<file path="config.mk">
export PLATFORM = sky130hd
export DESIGN_NAME = motor_cfg_port
export DESIGN_NICKNAME = d
export VERILOG_FILES = /design/src/rtl/mcfg_pkg.sv /design/src/rtl/mcfg_rx.sv /design/src/rtl/mcfg_seq.sv /design/src/rtl/mcfg_regs.sv /design/src/rtl/motor_cfg_port.sv
export SDC_FILE = /design/constraint.sdc
export NUM_CORES = 1
export LEC_CHECK = 0
export BUFFER_PORTS_ARGS = -buffer_cell sky130_fd_sc_hd__buf_2
export CAP_MARGIN = 20
export CORE_MARGIN = 8
export CORE_UTILIZATION = 38
export DETAILED_ROUTE_END_ITERATION = 6
export GPL_TIMING_DRIVEN = 1
export SLEW_MARGIN = 20
export SYNTH_ARGS = -nofsm -noshare
export SYNTH_HDL_FRONTEND = slang
export SYNTH_SLANG_ARGS = --single-unit
</file>
<file path="constraint.sdc">
create_clock -name clk -period 7.2 [get_ports clk]
set_clock_uncertainty 0.05 [all_clocks]
set_input_delay 2.16 -clock clk [delete_from_list [all_inputs] [get_ports clk]]
set_output_delay 2.16 -clock clk [all_outputs]
set_load 0.02 [all_outputs]
</file>
<file path="src/rtl/mcfg_pkg.sv">
package mcfg_pkg;
  typedef enum logic [2:0] {
    RX_IDLE,
    RX_START,
    RX_DATA,
    RX_STOP,
    RX_HOLD
  } rx_state_t;

  localparam int unsigned CTL_DIR_BIT   = 0;
  localparam int unsigned CTL_MODE_BIT  = 1;
  localparam int unsigned CTL_START_BIT = 2;
  localparam int unsigned CTL_STOP_BIT  = 3;
  localparam int unsigned CTL_TAP_LSB   = 4;
  localparam int unsigned CTL_INV_BIT   = 6;
endpackage

</file>
<file path="src/rtl/mcfg_rx.sv">
module mcfg_rx
  import mcfg_pkg::*;
#(
  parameter int unsigned OSR = 8,
  parameter int unsigned DW  = 8
) (
  input  logic          clk,
  input  logic          rst_n,
  input  logic          tick,
  input  logic          rx_async,
  output logic          byte_vld,
  output logic [DW-1:0] byte_q
);
  localparam int unsigned CW   = $clog2(OSR);
  localparam int unsigned IW   = $clog2(DW);
  localparam int unsigned HALF = OSR / 2 - 1;

  logic          rx_s1, rx_s2;
  rx_state_t     st_q, st_d;
  logic [CW-1:0] cnt_q, cnt_d;
  logic [IW-1:0] idx_q, idx_d;
  logic [DW-1:0] sh_q, sh_d;
  logic          vld_d;

  always_comb begin
    st_d  = st_q;
    cnt_d = cnt_q;
    idx_d = idx_q;
    sh_d  = sh_q;
    vld_d = 1'b0;
    if (tick) begin
      unique case (st_q)
        RX_IDLE: if (!rx_s2) begin
          st_d  = RX_START;
          cnt_d = '0;
        end
        RX_START: begin
          if (cnt_q == CW'(HALF)) begin
            cnt_d = '0;
            idx_d = '0;
            st_d  = rx_s2 ? RX_IDLE : RX_DATA;
          end else begin
            cnt_d = cnt_q + 1'b1;
          end
        end
        RX_DATA: begin
          if (cnt_q == CW'(OSR - 1)) begin
            cnt_d = '0;
            sh_d  = {rx_s2, sh_q[DW-1:1]};
            if (idx_q == IW'(DW - 1)) st_d = RX_STOP;
            else                      idx_d = idx_q + 1'b1;
          end else begin
            cnt_d = cnt_q + 1'b1;
          end
        end
        RX_STOP: begin
          if (cnt_q == CW'(OSR - 1)) begin
            cnt_d = '0;
            if (rx_s2) begin
              vld_d = 1'b1;
              st_d  = RX_IDLE;
            end else begin
              st_d  = RX_HOLD;
            end
          end else begin
            cnt_d = cnt_q + 1'b1;
          end
        end
        RX_HOLD: if (rx_s2) st_d = RX_IDLE;
        default: st_d = RX_IDLE;
      endcase
    end
  end

  always_ff @(posedge clk or negedge rst_n) begin
    if (!rst_n) begin
      rx_s1    <= 1'b1;
      rx_s2    <= 1'b1;
      st_q     <= RX_IDLE;
      cnt_q    <= '0;
      idx_q    <= '0;
      sh_q     <= '0;
      byte_vld <= 1'b0;
    end else begin
      rx_s1    <= rx_async;
      rx_s2    <= rx_s1;
      st_q     <= st_d;
      cnt_q    <= cnt_d;
      idx_q    <= idx_d;
      sh_q     <= sh_d;
      byte_vld <= vld_d;
    end
  end

  assign byte_q = sh_q;

  // a byte is flagged only on the step from a good stop bit back to idle
  a_r2_valid_after_stop: assert property (@(posedge clk) disable iff (!rst_n)
    byte_vld |-> ($past(st_q) == RX_STOP) && (st_q == RX_IDLE));

  // no byte is flagged while waiting out a low stop bit
  a_r4_hold_blocks_valid: assert property (@(posedge clk) disable iff (!rst_n)
    (st_q == RX_HOLD) |=> !byte_vld);
endmodule

</file>
<file path="src/rtl/mcfg_seq.sv">
module mcfg_seq #(
  parameter int unsigned DW = 8
) (
  input  logic          clk,
  input  logic          rst_n,
  input  logic          byte_vld,
  input  logic [DW-1:0] byte_in,
  output logic          wr_en,
  output logic [DW-1:0] wr_addr,
  output logic [DW-1:0] wr_data,
  output logic          resync
);
  logic          data_ph_q, data_ph_d;
  logic [DW-1:0] addr_q, addr_d;
  logic [DW-1:0] data_q, data_d;
  logic          wr_d, rs_d;

  always_comb begin
    data_ph_d = data_ph_q;
    addr_d    = addr_q;
    data_d    = data_q;
    wr_d      = 1'b0;
    rs_d      = 1'b0;
    if (byte_vld) begin
      if (!data_ph_q) begin
        if (byte_in == '0) begin
          rs_d = 1'b1;
        end else begin
          addr_d    = byte_in;
          data_ph_d = 1'b1;
        end
      end else begin
        data_d    = byte_in;
        wr_d      = 1'b1;
        data_ph_d = 1'b0;
      end
    end
  end

  always_ff @(posedge clk or negedge rst_n) begin
    if (!rst_n) begin
      data_ph_q <= 1'b0;
      addr_q    <= '0;
      data_q    <= '0;
      wr_en     <= 1'b0;
      resync    <= 1'b0;
    end else begin
      data_ph_q <= data_ph_d;
      addr_q    <= addr_d;
      data_q    <= data_d;
      wr_en     <= wr_d;
      resync    <= rs_d;
    end
  end

  assign wr_addr = addr_q;
  assign wr_data = data_q;

  // a resync and a write never share a cycle
  a_r7_resync_excludes_write: assert property (@(posedge clk) disable iff (!rst_n)
    $onehot0({wr_en, resync}));

  // after a resync the port still expects an address
  a_r7_resync_keeps_addr_phase: assert property (@(posedge clk) disable iff (!rst_n)
    resync |-> !data_ph_q);

  // a write always returns the port to the address phase
  a_r5_write_ends_pair: assert property (@(posedge clk) disable iff (!rst_n)
    wr_en |-> !data_ph_q);
endmodule

</file>
<file path="src/rtl/mcfg_regs.sv">
module mcfg_regs
  import mcfg_pkg::*;
#(
  parameter int unsigned DW   = 8,
  parameter int unsigned NREG = 9
) (
  input  logic                     clk,
  input  logic                     rst_n,
  input  logic                     wr_en,
  input  logic [DW-1:0]            wr_addr,
  input  logic [DW-1:0]            wr_data,
  output logic [NREG-1:0][DW-1:0]  regs,
  output logic                     start_pls,
  output logic                     stop_pls
);
  localparam int unsigned CTL_IDX = NREG - 1;

  logic [NREG-1:0]          hit;
  logic [NREG-1:0][DW-1:0]  regs_d;
  logic                     start_d, stop_d;

  for (genvar g = 0; g < NREG; g++) begin : g_reg
    assign hit[g]    = wr_en && (wr_addr == DW'(g + 1));
    assign regs_d[g] = hit[g] ? wr_data : regs[g];
  end

  always_comb begin
    start_d = hit[CTL_IDX] && wr_data[CTL_START_BIT];
    stop_d  = hit[CTL_IDX] && wr_data[CTL_STOP_BIT];
  end

  always_ff @(posedge clk or negedge rst_n) begin
    if (!rst_n) begin
      regs      <= '0;
      start_pls <= 1'b0;
      stop_pls  <= 1'b0;
    end else begin
      regs      <= regs_d;
      start_pls <= start_d;
      stop_pls  <= stop_d;
    end
  end

  // a write outside 1..NREG leaves every register as it was
  a_r8_out_of_range_ignored: assert property (@(posedge clk) disable iff (!rst_n)
    (wr_en && ((wr_addr == '0) || (wr_addr > DW'(NREG)))) |=> $stable(regs));

  // strobes last one cycle
  a_r10_start_one_cycle: assert property (@(posedge clk) disable iff (!rst_n)
    start_pls |=> !start_pls);
  a_r10_stop_one_cycle: assert property (@(posedge clk) disable iff (!rst_n)
    stop_pls |=> !stop_pls);

  // a start strobe follows a control write with the start bit set
  a_r10_start_from_ctl_write: assert property (@(posedge clk) disable iff (!rst_n)
    start_pls |-> $past(wr_en && (wr_addr == DW'(NREG)) && wr_data[CTL_START_BIT]));
endmodule

</file>
<file path="src/rtl/motor_cfg_port.sv">
module motor_cfg_port
  import mcfg_pkg::*;
#(
  parameter int unsigned OSR  = 8,
  parameter int unsigned DW   = 8,
  parameter int unsigned NREG = 9
) (
  input  logic          clk,
  input  logic          rst_n,
  input  logic          os_tick,
  input  logic          rx_in,
  output logic [7:0]    gain_p,
  output logic [7:0]    gain_d,
  output logic [7:0]    gain_i,
  output logic [15:0]   end_pos,
  output logic [7:0]    vel_start,
  output logic [7:0]    vel_end,
  output logic [7:0]    accel,
  output logic          dir_cw,
  output logic          mode_pos,
  output logic [1:0]    tap_sel,
  output logic          pwm_invert,
  output logic          start_pulse,
  output logic          stop_pulse,
  output logic          seq_resync
);
  logic                    rst_m, rst_s;
  logic                    byte_vld;
  logic [DW-1:0]           byte_q;
  logic                    wr_en;
  logic [DW-1:0]           wr_addr, wr_data;
  logic [NREG-1:0][DW-1:0] regs;

  always_ff @(posedge clk or negedge rst_n) begin
    if (!rst_n) begin
      rst_m <= 1'b0;
      rst_s <= 1'b0;
    end else begin
      rst_m <= 1'b1;
      rst_s <= rst_m;
    end
  end

  mcfg_rx #(.OSR(OSR), .DW(DW)) u_rx (
    .clk(clk), .rst_n(rst_s), .tick(os_tick), .rx_async(rx_in),
    .byte_vld(byte_vld), .byte_q(byte_q)
  );

  mcfg_seq #(.DW(DW)) u_seq (
    .clk(clk), .rst_n(rst_s), .byte_vld(byte_vld), .byte_in(byte_q),
    .wr_en(wr_en), .wr_addr(wr_addr), .wr_data(wr_data), .resync(seq_resync)
  );

  mcfg_regs #(.DW(DW), .NREG(NREG)) u_regs (
    .clk(clk), .rst_n(rst_s), .wr_en(wr_en), .wr_addr(wr_addr),
    .wr_data(wr_data), .regs(regs),
    .start_pls(start_pulse), .stop_pls(stop_pulse)
  );

  assign gain_p     = regs[0];
  assign gain_d     = regs[1];
  assign gain_i     = regs[2];
  assign end_pos    = {regs[3], regs[4]};
  assign vel_start  = regs[5];
  assign vel_end    = regs[6];
  assign accel      = regs[7];
  assign dir_cw     = regs[NREG-1][CTL_DIR_BIT];
  assign mode_pos   = regs[NREG-1][CTL_MODE_BIT];
  assign tap_sel    = regs[NREG-1][CTL_TAP_LSB +: 2];
  assign pwm_invert = regs[NREG-1][CTL_INV_BIT];
endmodule

</file>
# Word level (Yosys, flattened, before mapping)
# Cells that the tools add are included.
dict set report word_totals {
  ff_bits 114
  input_bits 4
}
dict set report classes {
  n_addsub 2
  n_eq_ne 23
  muxes 28
  bitwise_logic 2
  n_reduce_logical 22
}
# cell count
set op_table {}
lappend op_table {{2-to-1 mux 3 bit} 13}
lappend op_table {{equality test 8 x 3 -> 1 bit (second input constant)} 4}
lappend op_table {{equality test 8 x 2 -> 1 bit (second input constant)} 2}
lappend op_table {{equality test 8 x 4 -> 1 bit (second input constant)} 2}
lappend op_table {{one-hot mux 3 bit (5 select lines)} 1}
lappend op_table {{logical AND 1 bit} 11}
lappend op_table {{2-to-1 mux 1 bit} 11}
lappend op_table {{!= test 2 x 1 -> 1 bit (second input constant)} 5}
lappend op_table {{equality test 3 x 2 -> 1 bit (second input constant)} 3}
lappend op_table {{equality test 3 bit (second input constant)} 3}
lappend op_table {{one-hot mux 3 bit (3 select lines)} 1}
lappend op_table {{AND reduction 3 bit} 3}
lappend op_table {{equality test 8 x 1 -> 1 bit (second input constant)} 1}
lappend op_table {{logical NOT 8 bit} 1}
lappend op_table {{AND reduction 7 bit} 1}
lappend op_table {{adder 3 x 1 -> 3 bit (second input constant)} 2}
lappend op_table {{one-hot mux 3 bit (2 select lines)} 1}
lappend op_table {{AND reduction 5 bit} 1}
lappend op_table {{!= test 2 bit (second input constant)} 2}
lappend op_table {{equality test 3 x 1 -> 1 bit (second input constant)} 1}
lappend op_table {{logical NOT 3 bit} 1}
lappend op_table {{nonzero test 3 bit} 1}
lappend op_table {{2-to-1 mux 2 bit} 1}
lappend op_table {{inverter 1 bit} 2}
lappend op_table {{other kinds (3)} 3}

# Logic depth before layout (Yosys ltp)
dict set report logic_depth {
  word_depth 4
  depth_mapped 6
  depth_no_buf 6
}

# Hierarchy
# Synthesis repeated with hierarchy kept, for this count alone.
dict set report unflattened {
  cells_unflattened 309
  hier_area_um2 4737.0
}
# mod n_inst cells_per_inst area_per_inst_um2 seq_area_each_um2
set modules_own_cells {}
lappend modules_own_cells {mcfg_regs 1 175 2915.3 1851.8}
lappend modules_own_cells {mcfg_rx 1 85 1062.3 503.0}
lappend modules_own_cells {mcfg_seq 1 46 705.7 475.5}
lappend modules_own_cells {motor_cfg_port 1 3 53.8 50.0}

# Worst setup path before layout
# No wires, ideal clock.
dict set report synth_timing {
  path_kind {input port to flip-flop}
  start {input os_tick}
  end {register u_rx.st_q[2]}
  arrival_time_ns 3.205
  t_required_ns 7.067
  setup_slack_ns 3.863
  path_stages 4
  path_buffers 1
  path_cell_list {clkbuf_1 > nand2_1 > or4b_2 > o21ai_0}
}
dict set report synth_between {
  elab_chain_cells 1
}
# item line
set synth_lines {}
lappend synth_lines {{start, declared} motor_cfg_port.sv:10} ;# input logic os_tick,
lappend synth_lines {{AND reduction 7 bit (no source line)} --}
lappend synth_lines {{end signal, assigned} mcfg_rx.sv:87} ;# st_q <= st_d;
lappend synth_lines {{end, declared} mcfg_rx.sv:19} ;# rx_state_t st_q, st_d;
# No other way between the ends.
# A chain may end at the register's enable or synchronous reset.

# Final worst setup path
dict set report layout_timing {
  start {register u_regs.regs[55] (netlist name)}
  end {output vel_end[7]}
}
# item line
set layout_lines {}
lappend layout_lines {{start, declared} mcfg_regs.sv:12} ;# output logic [NREG-1:0][DW-1:0] regs,
lappend layout_lines {{start signal, assigned} mcfg_regs.sv:38} ;# regs <= regs_d;
lappend layout_lines {{end, declared} motor_cfg_port.sv:17} ;# output logic [7:0] vel_end,
# No word-level cell between the ends.

==> out/results.txt <==
clock latency on the worst-skew pair -> 0.34 ns
Routed met3 length -> 471 um
worst slew margin relative to its limit -> 40.27%
Synth warnings -> 0
CP endpoint kind -> output port
Die Wd -> 124.5 um
CP delay by family, top -> flip-flops
vias per cell -> 4.939
Max VDD drop -> 165.0 uV
Post-route DRC -> 0
Worst R2R Start -> u_rx.st_q[1]
Fill cells -> 1046
DR pass1 iterations -> 3
placed instance count -> 512
top sig layer -> met4
Slew @ Worst Pin -> 0.8959 ns
die area -> 0.01550 mm^2
post-synthesis sequential area ratio -> 62.73%
Mapped Nets -> 313
critical path type -> register to output port
DRT antenna net count -> 0
CTS tree -> done
Power Dens Cells -> 231.7 mW/mm^2
CP Cell Sequence -> buf_2
Leak -> 2.882 nW
FF-to-FF path depth -> 4
GPL Wtd Cong -> 0.7496
crit path DAT -> 0.91 ns
P&R area growth vs syn -> 18.07%
max_cap viols -> 0
Congestion Overflow GR -> 0
most frequent cells in the layout -> 109 x dfrtp_1, 90 x mux2_2, 75 x buf_2
Post-CTS Resized -> 0
Min-Delay Path Class -> register to asynchronous set/reset pin
Detail Placement HPWL -> 6.443 mm
unrepaired setup endpoints after global routing -> no
wire per inst -> 17.16 um
outcome -> finished, final reports clean
M1 WL -> 4.213 mm
Tcrit/Tclk final -> 43.31%
leading cell type in the layout, fill and taps excluded -> dfrtp_1
Synth Instances -> 304
1st-iter DRT viols -> 159
Tot Pwr -> 0.001224 W
die height -> 124.5 um
slowest CP cell -> dfrtp_1
CTS root buffer -> clkbuf_16
Netlist cell types -> 40
Max Fanout on Critical Path -> 2
fin crit period -> 3.118 ns
async set-reset flop share out of synthesis -> 100.0%
Reg clk slew, reported paths -> 0.07 ns
global-route wire length before repair -> 15.35 mm
vias in the first global route -> 2777
via count -> 2608
max-slew violation count -> 0
setup_tns -> 0 ns
Clock Path Buffers -> 2
WP buf/inv -> 1
WL met2 -> 4.247 mm
setup slack, reg-to-reg -> 4.96 ns
Critical R2R Capture -> u_rx.idx_q[2]
Hold-fix buffers, CTS -> 0
Startpoint Class -> register
initial antenna violation count -> 0
delay of the slowest cell on the worst path -> 0.40 ns
Req. time, crit path -> 4.99 ns
Synth Register Bits -> 112
Antenna diodes -> 0
CORE AREA -> 0.01147 mm^2
Finished Layout Cells -> 528
num rows -> 39
global-route usage over all layers -> 12.26%
worst hold slack -> 0.2488 ns
Post-synth EDFFs -> 0
CTS Sinks -> 112
# setup viols final -> 0
Port Buf Inserts -> 75
max frequency -> 0.3207 GHz
maximum number of pins on one net before global-route repair -> 73
top_reg_cell synth -> dfrtp_1
synthesized area -> 0.004472 mm^2
Mean Syn Cell Area -> 14.71 um^2
Initial Util -> 39.00%
# IOs -> 76
final hold vios -> 0
area of placed instances -> 0.004996 mm^2
fin area -> 0.005280 mm^2
Final Net Count -> 389
final WL -> 9.059 mm
Max H-tree Level -> 3
worst setup path startpoint -> u_regs.regs[55]
Inserted Clock Buffers -> 9
fraction of layout cells with a size suffix above 1 -> 50.65%
Post CTS Setup Buffer Count -> 0
## per-stage QoR
step           utilization [%]  setup slack, ns
2_1_floorplan                -            3.802
3_3_place_gp             43.57            3.839
3_5_place_dp             43.57            3.772
4_1_cts                  46.04            4.065
5_1_grt                  46.04            4.005
6_report                 46.04            4.082
## flip-flops by register name, summed over array words and instances, names as in the netlist, 3 cells and up
name and count:
u_seq.wr_addr 8, u_rx.idx_q 3, u_regs.regs 69, u_rx.byte_q 8, u_seq.wr_data 8, u_rx.cnt_q 3
u_rx.st_q 3
## metal layers
layer | up-vias | global-route usage (%)
li1 | 1226 | -
met1 | 1314 | 15.61
met2 | 57 | 19.27
met3 | 11 | 3.957
met4 | 0 | 4.040
met5 | - | 0
## final cells by class
| cell class | instances | area (um^2) | share of cell area [%] |
|---|---|---|---|
| Inverter | 7 | 26.28 | 0.4976 |
| Multi-Input combinational cell | 173 | 1592 | 30.14 |
| Tap cell | 143 | 178.9 | 3.389 |
| Clock buffer | 12 | 256.5 | 4.858 |
| Timing Repair Buffer | 77 | 390.4 | 7.393 |
| Sequential cell | 112 | 2809 | 53.20 |
| Clock inverter | 4 | 27.53 | 0.5213 |
## cell families after synthesis
logic type,share of synthesized area [%]
flip-flops,62.73
AO/OA/AOI/OAI,2.602
adder cells (fa/ha/maj),1.399
buffers and inverters,1.679
AND/OR/NAND/NOR,6.967
other,0.08386
multiplexers,24.34
XOR/XNOR,0.1959
## synth_stat cells, drive strengths merged (2+ instances only)
library cell,n,share of area (%)
mux2i,3,0.67
nor2b,2,0.28
a211oi,2,0.45
nor4,2,0.28
nor3,5,0.67
a21oi,2,0.22
ha,5,1.4
inv,7,0.59
clkbuf,2,0.17
o21ai,3,0.34
nor3b,6,1.3
mux2,94,24
buf,10,0.92
dfstp,2,1.2
dfrtp,110,62
nor2,7,0.59
and2,2,0.28
nand2b,3,0.42
a22o,2,0.39
or4b,2,0.53
nand2,20,1.9
a21o,2,0.34
## where the power goes
part,internal [W],switching [W]
Clock,0.000254,0.000213
Sequential,0.000648,0.0000294
Combinational,0.0000375,0.0000415
## how the worst max path moves through the flow
stage / cells past startpoint / endpoint / slack [ns]
6_report: 1 / vel_end[7] / 4.08
3_3_place_gp: 4 / u_rx.idx_q[1] / 3.84
3_5_place_dp: 4 / u_rx.idx_q[2] / 3.77
4_1_cts: 1 / gain_d[5] / 4.07
5_1_grt: 4 / u_rx.idx_q[2] / 4.01
2_1_floorplan: 0 / u_regs.regs[0] / 3.80
No activity file was read; power rests on OpenSTA's default activity.
